File: src/rtl/uart_tx_pkg.sv
package uart_tx_pkg;

    localparam int DATA_W  = 8;
    localparam int FRAME_W = DATA_W + 2;
    localparam int SCNT_W  = $clog2(FRAME_W + 1);

    // Packed so that the start bit sits at bit 0 and leaves first.
    typedef struct packed {
        logic              stop_bit;
        logic [DATA_W-1:0] payload;
        logic              start_bit;
    } frame_t;

    typedef enum logic {
        TX_IDLE = 1'b0,
        TX_SEND = 1'b1
    } tx_state_e;

    function automatic frame_t make_frame(input logic [DATA_W-1:0] byte_in);
        frame_t f;
        f.stop_bit  = 1'b1;
        f.payload   = byte_in;
        f.start_bit = 1'b0;
        return f;
    endfunction

endpackage

File: src/rtl/tx_bit_timer.sv
module tx_bit_timer #(
    parameter int PERIOD = 87
) (
    input  logic clk_i,
    input  logic rst_i,
    input  logic restart_i,
    output logic tick_o
);
    localparam int CW = $clog2(PERIOD + 1);
    localparam logic [CW-1:0] LAST = CW'(PERIOD - 1);

    logic [CW-1:0] cnt_q;

    always_ff @(posedge clk_i) begin
        if (rst_i || restart_i) begin
            cnt_q <= '0;
        end else if (cnt_q == LAST) begin
            cnt_q <= '0;
        end else begin
            cnt_q <= cnt_q + 1'b1;
        end
    end

    assign tick_o = (cnt_q == LAST);

endmodule

File: src/rtl/tx_frame_shreg.sv
module tx_frame_shreg
    import uart_tx_pkg::*;
(
    input  logic   clk_i,
    input  logic   rst_i,
    input  logic   load_i,
    input  logic   shift_i,
    input  frame_t frame_i,
    output logic   serial_o
);
    logic [FRAME_W-1:0] sr_q;

    always_ff @(posedge clk_i) begin
        if (rst_i) begin
            sr_q <= '1;
        end else if (load_i) begin
            sr_q <= frame_i;
        end else if (shift_i) begin
            sr_q <= {1'b1, sr_q[FRAME_W-1:1]};
        end
    end

    assign serial_o = sr_q[0];

endmodule

File: src/rtl/tx_ctrl.sv
module tx_ctrl
    import uart_tx_pkg::*;
(
    input  logic clk_i,
    input  logic rst_i,
    input  logic start_i,
    input  logic tick_i,
    output logic load_o,
    output logic shift_o,
    output logic busy_o
);
    localparam logic [SCNT_W-1:0] LAST_SHIFT = SCNT_W'(FRAME_W - 1);

    tx_state_e         state_q;
    logic [SCNT_W-1:0] shifts_q;

    assign load_o  = start_i && (state_q == TX_IDLE);
    assign shift_o = tick_i && !load_o;
    assign busy_o  = (state_q == TX_SEND);

    always_ff @(posedge clk_i) begin
        if (rst_i) begin
            state_q  <= TX_IDLE;
            shifts_q <= '0;
        end else if (load_o) begin
            state_q  <= TX_SEND;
            shifts_q <= '0;
        end else if (shift_o && state_q == TX_SEND) begin
            if (shifts_q == LAST_SHIFT) begin
                state_q  <= TX_IDLE;
                shifts_q <= '0;
            end else begin
                shifts_q <= shifts_q + 1'b1;
            end
        end
    end

endmodule

File: src/rtl/uart_frame_tx.sv
module uart_frame_tx
    import uart_tx_pkg::*;
#(
    parameter int CLKS_PER_BIT = 87
) (
    input  logic              clk_i,
    input  logic              rst_i,
    input  logic              start_i,
    input  logic [DATA_W-1:0] data_i,
    output logic              tx_o,
    output logic              busy_o
);
    logic   tick_w;
    logic   load_w;
    logic   shift_w;
    frame_t frame_w;

    assign frame_w = make_frame(data_i);

    tx_bit_timer #(.PERIOD(CLKS_PER_BIT)) timer_i (
        .clk_i     (clk_i),
        .rst_i     (rst_i),
        .restart_i (load_w),
        .tick_o    (tick_w)
    );

    tx_ctrl ctrl_i (
        .clk_i   (clk_i),
        .rst_i   (rst_i),
        .start_i (start_i),
        .tick_i  (tick_w),
        .load_o  (load_w),
        .shift_o (shift_w),
        .busy_o  (busy_o)
    );

    tx_frame_shreg shreg_i (
        .clk_i    (clk_i),
        .rst_i    (rst_i),
        .load_i   (load_w),
        .shift_i  (shift_w),
        .frame_i  (frame_w),
        .serial_o (tx_o)
    );

endmodule

File: config.mk
export PLATFORM = sky130hd
export DESIGN_NAME = uart_frame_tx
export DESIGN_NICKNAME = d
export VERILOG_FILES = /design/src/rtl/uart_tx_pkg.sv /design/src/rtl/tx_bit_timer.sv /design/src/rtl/tx_frame_shreg.sv /design/src/rtl/tx_ctrl.sv /design/src/rtl/uart_frame_tx.sv
export SDC_FILE = /design/constraint.sdc
export NUM_CORES = 1
export LEC_CHECK = 0
export BUFFER_PORTS_ARGS = -buffer_cell sky130_fd_sc_hd__buf_2
export CAP_MARGIN = 10
export CELL_PAD_IN_SITES_DETAIL_PLACEMENT = 1
export CELL_PAD_IN_SITES_GLOBAL_PLACEMENT = 1
export CORE_MARGIN = 10
export CORE_UTILIZATION = 38
export DETAILED_ROUTE_END_ITERATION = 7
export PLACE_DENSITY = 0.83
export SKIP_CTS_REPAIR_TIMING = 1
export SLEW_MARGIN = 20
export SYNTH_ARGS = -nofsm -noshare
export SYNTH_HDL_FRONTEND = slang
export SYNTH_SLANG_ARGS = --single-unit
File: constraint.sdc
create_clock -name clk_i -period 1.26 [get_ports clk_i]
set_input_delay 0.252 -clock clk_i [delete_from_list [all_inputs] [get_ports clk_i]]
set_output_delay 0.252 -clock clk_i [all_outputs]
set_load 0.05 [all_outputs]
==> results of run 1 <==
[Yosys cell counts, drive strengths merged]
master,count
dfxtp,21
nor2,18
nor3,9
a221oi,7
and2,5
buf,5
nand3,5
xnor2,4
nor4,3
o21bai,3
xor2,3
a21boi,2
and3,2
ha,2
inv,2
nand2,2
nor2b,2
a211oi,1
a21oi,1
a31oi,1
and4,1
and4bb,1
mux2i,1
nand2b,1
nand3b,1
nand4,1
o21a,1
o21ai,1
[cells by family after synthesis]
group / count (synthesis) / share of synthesized area
multiplexers: 1 / 0.00995
flip-flops: 21 / 0.418
buffers and inverters: 7 / 0.0460
adder cells (fa/ha/maj): 2 / 0.0249
AND/OR/NAND/NOR: 51 / 0.286
AO/OA/AOI/OAI: 17 / 0.154
XOR/XNOR: 7 / 0.0609
[per-stage QoR]
step / hold WS [ns] / setup slack, ns / cell area, um^2
6_report: 0.211 / -0.0974 / 1380
5_1_grt: 0.196 / -0.158 / 1380
4_1_cts: 0.210 / -0.483 / 1240
3_5_place_dp: 0.511 / -0.455 / 1220
3_3_place_gp: 0.489 / -0.312 / 1220
2_1_floorplan: 0.416 / -0.0749 / 1020
[sequential cells by signal (all words and copies together) (netlist names)]
name and count:
ctrl_i.busy_o 1, ctrl_i.shifts_q 4, timer_i.cnt_q 7, shreg_i.sr_q 9
[worst register-to-register path, delay by kind of cell, from the launching register on]
family | cells | cell delay (ns)
compound gates | 1 | 0.21
simple gates | 3 | 0.71
flops | 1 | 0.34
[cell type report]
cell class / count / area share
multi-input cells: 79 / 0.455
flip-flops and latches: 21 / 0.311
repair buffers: 34 / 0.183
well taps: 30 / 0.0273
clock buffers: 4 / 0.0191
inverters: 2 / 0.00545
[power breakdown]
part / switching (W) / internal (W) / leakage (nW) / total [W]
Combinational: 0.000101 / 0.0000953 / 0.358 / 0.000196
Clock: 0.000210 / 0.000123 / 0.0150 / 0.000333
Sequential: 0.0000149 / 0.000690 / 0.173 / 0.000705
Total: 0.000325 / 0.000908 / 0.546 / 0.00123
[worst max path at each step]
stage	from	endpoint	cells past startpoint
2_1_floorplan	timer_i.cnt_q[5]	shreg_i.sr_q[0]	5
3_3_place_gp	start_i	shreg_i.sr_q[2]	5
3_5_place_dp	start_i	shreg_i.sr_q[2]	5
4_1_cts	ctrl_i.busy_o	shreg_i.sr_q[2]	4
5_1_grt	timer_i.cnt_q[5]	shreg_i.sr_q[0]	4
6_report	timer_i.cnt_q[5]	shreg_i.sr_q[5]	4
[metal layers]
metal | global-route usage | share of wire | vias up
met4 | 0.0258 | 0.0077 | 0
met2 | 0.170 | 0.50 | 8
met3 | 0.0289 | 0.038 | 2
met1 | 0.113 | 0.46 | 444
li1 | - | - | 450
met5 | 0 | 0 | -
==> flow_metrics.tcl, run 1 <==
set metrics [dict create \
    outcome "finished, violations left" \
    violations "setup timing" \
    place_inst 162 \
    clk_pin_slew_ns 0.13 \
    antenna_found_initial 0 \
    synth_cells 106 \
    ff2ff_setup_slack_ns -0.1 \
    path_class "flip-flop to flip-flop" \
    grt.overflow.total 0 \
    via_per_inst 5.32 \
    die_area_um2 5110 \
    die_w_um 71.5 \
    final_util 0.551 \
    min_path_cells 3 \
    period_share 1.08 \
    fin_nets 154 \
    max_slew_margin 0.764 \
    synth_top_cell_by_area "dfxtp_1" \
    yosys.area.top_type_share 0.418 \
    finalMaxSlewViolations 0 \
    port_buffers 12 \
    worst-slew-pin-transition_ns 0.351 \
    slowest_stage "and4bb_4" \
    drive_gt1_frac 0.479 \
    fp.dieH_um 71.5 \
    post-route-min-period_ns 1.36 \
    avgSynthCellArea_um2 9.49 \
    cp-start-kind "flip-flop" \
    irDropWorstVdd_v 0.000483 \
    cts_inserted_buffers 3 \
    rsz0062_at_grt "yes" \
    fmax_mhz 737 \
    min_to "shreg_i.sr_q[8]" \
    ios 13 \
    gp_congestion 0.733 \
    drt_iter0_markers 44 \
    slowest_delay_ns 0.38 \
    p_total_w 0.00123 \
    cp_cell_sequence "and4bb_4 -> nand3_4 -> and2_4 -> a221oi_2" \
    antennaDiodeCount 0 \
    maxCapViolCount 0 \
    multiInputGateArea_um2 626 \
    worstSkewPairLatency_ns 0.30 \
    grtUsageTotal 0.0976 \
    layout_commonest_cell "buf_4" \
    synth_area_leaders "dfxtp_1, nor2_1, a221oi_2" \
    ys_types 34 \
    core_um2 2500 \
    layout_setup_ws_ns -0.0974 \
    n_fill_cell 286 \
    hold_viol 0 \
    drcViolationCount 0 \
    cts_max_level 1 \
    critPathTopFamily "simple AND/OR/NAND/NOR gates" \
    final_cell_mix "buf_4, nor2_1, dfxtp_1" \
    dr.pass1.iters 2 \
    cellPowerDensity_nw_per_um2 896 \
    cp-end-kind "flip-flop" \
    syn-cell-area_um2 1010 \
    critPathBufInv 0 \
    critical_path.reg2reg.endpoint "shreg_i.sr_q[5]" \
    yosysWarnings 0 \
    fin_setup_tns_ns -0.421 \
    via_count 904 \
    wire_per_inst_um 16.1 \
    synthesis.nets 119 \
    setup_viol 11 \
    cts_buffer_depth 2 \
    tritoncts "done" \
    hpwl_um 1870 \
    synth_seq_area_share 0.418 \
    area_growth_syn_to_layout_pct 36.8 \
    ff_latch_area_um2 428 \
    worstReg2RegStart "timer_i.cnt_q[5]" \
    grt_max_degree 14 \
    root_buffer "clkbuf_4" \
    critPathArrivalTime_ns 1.56 \
    worstRegToRegCells 4 \
    critPathMaxFanout 8 \
    fin_worst_skew_ns 0.0128 \
    initial_core_util 0.402 \
    grt_first_pass_wirelength_um 4240 \
    drt_wl_total_um 2740 \
    min_from "data_i[7]" \
    fp-row-count 18 \
    required_ns 1.46 \
    clkSinkCount 21 \
    grt_pass1_vias 929 \
    power.leakage_nw 0.546 \
    antenna_left 0 \
    instances_no_fill 170 \
    hp-class "primary input to flip-flop" \
    synth.ff_latch_count 21 \
]
Note: power is estimated with default switching activity, not from simulation.
==> inputs of run 2 (changes only) <==
--- a/config.mk
+++ b/config.mk
@@ -13,6 +13,7 @@
 export CORE_UTILIZATION = 38
 export DETAILED_ROUTE_END_ITERATION = 7
 export PLACE_DENSITY = 0.83
+export SETUP_SLACK_MARGIN = 0.15
 export SKIP_CTS_REPAIR_TIMING = 1
 export SLEW_MARGIN = 20
 export SYNTH_ARGS = -nofsm -noshare
==> run 2 against run 1 <==
  * The flow still finishes with violations (setup timing)
  * Via count decreased by 1.8%
  * Power increased by 0.95%
  * Die area unchanged
  * Combinational power increased by 8%
  * Count of clock-buffer cells in the layout unchanged
  * Wire length increased by 2.6%
  * Sequential share of layout area decreased by 0.66 points
  * Maximum frequency increased by 0.88%
  * Largest cell class unchanged
  * First-iteration DRC count increased by 20%
  * Global-route usage increased by 0.32 points
  * Worst hold slack got worse by 0.0020 ns
==> flow_metrics.tcl, run 2 (synthesized netlist as in run 1, its figures left out) <==
set metrics [dict create \
    largest_register "shreg_i.sr_q" \
    seq_power_share 0.567 \
    max_slew_margin 0.749 \
    hpwl_um 1920 \
    antenna_found_initial 0 \
    drt_iter0_markers 53 \
    grt_pass1_vias 954 \
    cts_buffer_depth 2 \
    core_um2 2500 \
    clkSinkCount 21 \
    setup_viol 18 \
    p_clk_frac 0.263 \
    required_ns 1.47 \
    endpoint "shreg_i.sr_q[0]" \
    final_util 0.564 \
    cp-end-kind "flip-flop" \
    reg.largest.list "shreg_i.sr_q: 9 flops, timer_i.cnt_q: 7 flops, ctrl_i.shifts_q: 4 flops" \
    tritoncts "done" \
    area_growth_syn_to_layout_pct 40.2 \
    worstReg2RegStart "timer_i.cnt_q[5]" \
    die_area_um2 5110 \
    drcViolationCount 0 \
    dr.pass1.iters 4 \
    gp_congestion 0.753 \
    grt.overflow.total 0 \
    fin_setup_tns_ns -0.454 \
    startpoint "timer_i.cnt_q[5]" \
    finalMaxSlewViolations 0 \
    worstSkewPairLatency_ns 0.30 \
    root_buffer "clkbuf_4" \
    hold_viol 0 \
    critical_path.reg2reg.endpoint "shreg_i.sr_q[0]" \
    dpl_worst_slack_ns -0.0891 \
    grt_max_degree 16 \
    die_w_um 71.5 \
    critPathArrivalTime_ns 1.55 \
    ios 13 \
    post-route-min-period_ns 1.35 \
    cts_max_level 1 \
    layout_setup_ws_ns -0.0855 \
    fmax_mhz 743 \
    fin_worst_skew_ns 0.00532 \
    post_dp_cell_area_um2 1200 \
    antenna_left 0 \
    via_per_inst 5.48 \
    drive_gt1_frac 0.500 \
    final_cell_mix "dfxtp_1, nor2_1, buf_4" \
    worst-slew-pin-transition_ns 0.373 \
    critPathMaxFanout 6 \
    antennaDiodeCount 0 \
    cp-start-kind "flip-flop" \
    violations "setup timing" \
    initial_core_util 0.402 \
    outcome "finished, violations left" \
    port_buffers 12 \
    clk_pin_slew_ns 0.12 \
    cellPowerDensity_nw_per_um2 883 \
    ff2ff_setup_slack_ns -0.09 \
    rsz0062_at_grt "yes" \
    fp-row-count 18 \
    via_count 888 \
    switching_share 0.271 \
    grt_first_pass_wirelength_um 4320 \
    layout_commonest_cell "dfxtp_1" \
    drt_wl_total_um 2810 \
    hold_ws_ns 0.209 \
    irDropWorstVdd_v 0.000654 \
    fp.dieH_um 71.5 \
    path_class "flip-flop to flip-flop" \
    grtUsageTotal 0.101 \
    largest_reg_flops 9 \
    cts_inserted_buffers 3 \
    period_share 1.07 \
    power.switching_w 0.000337 \
    maxCapViolCount 0 \
    fin_area_um2 1410 \
    pwr-share-comb 0.170 \
    worstRegToRegCells 4 \
    internal_power_w 0.000908 \
    hp-class "primary input to flip-flop" \
    fin_nets 146 \
    wire_per_inst_um 17.3 \
    power.leakage_nw 0.511 \
]
## run 2: cell count changes in the layout (fill, tap and decap cells not counted), moves of 4 or more
cell    delta
buf_4      -9
buf_6      +4
nor2_1     -6
nor2_4     +5
## run 2: metal layers
layer	GRT usage	wire (um)	vias up
li1	-	-	432
met1	0.111	1190	432
met2	0.175	1420	16
met3	0.0303	122	8
met4	0.0409	76	0
met5	0	0	-
## run 2: how the worst min path moves through the flow
stage	cells past startpoint	to	slack [ns]	start
floorplan	1	timer_i.cnt_q[0]	0.40	timer_i.cnt_q[0]
global placement	2	timer_i.cnt_q[0]	0.49	timer_i.cnt_q[0]
detailed placement	2	timer_i.cnt_q[0]	0.50	timer_i.cnt_q[0]
CTS	3	shreg_i.sr_q[8]	0.20	data_i[7]
global route	3	shreg_i.sr_q[8]	0.21	data_i[7]
finish	3	shreg_i.sr_q[8]	0.21	data_i[7]
## run 2: cell type report
type,instances,area [um^2]
Tap cell,30,37.5
Fill cell,293,1090
Inverter,2,7.51
Sequential cell,21,429
Clock buffer,4,26.3
Timing Repair Buffer,27,204
Multi-Input combinational cell,78,706
## run 2: metrics by stage
stage,power [W],std cells
after global placement,0.000864,158
after detailed placement,0.000873,158
after global routing,0.00130,162
after floorplan,0.000811,106
final,0.00125,162
after CTS,0.00120,162
## run 2: worst max-delay path, cell delays in order, from the launching register on
cell	delay (ns)
dfxtp_2	0.35
and4bb_4	0.38
and3_4	0.25
mux2i_1	0.21
o21bai_1	0.07
## run 2: power by group through the flow
stage | clock [W] | sequential (W) | combinational, W
floorplan | 0 | 0.000733 | 0.0000780
global placement | 0 | 0.000715 | 0.000149
detailed placement | 0 | 0.000717 | 0.000156
CTS | 0.000339 | 0.000702 | 0.000158
global route | 0.000367 | 0.000710 | 0.000227
finish | 0.000327 | 0.000707 | 0.000212
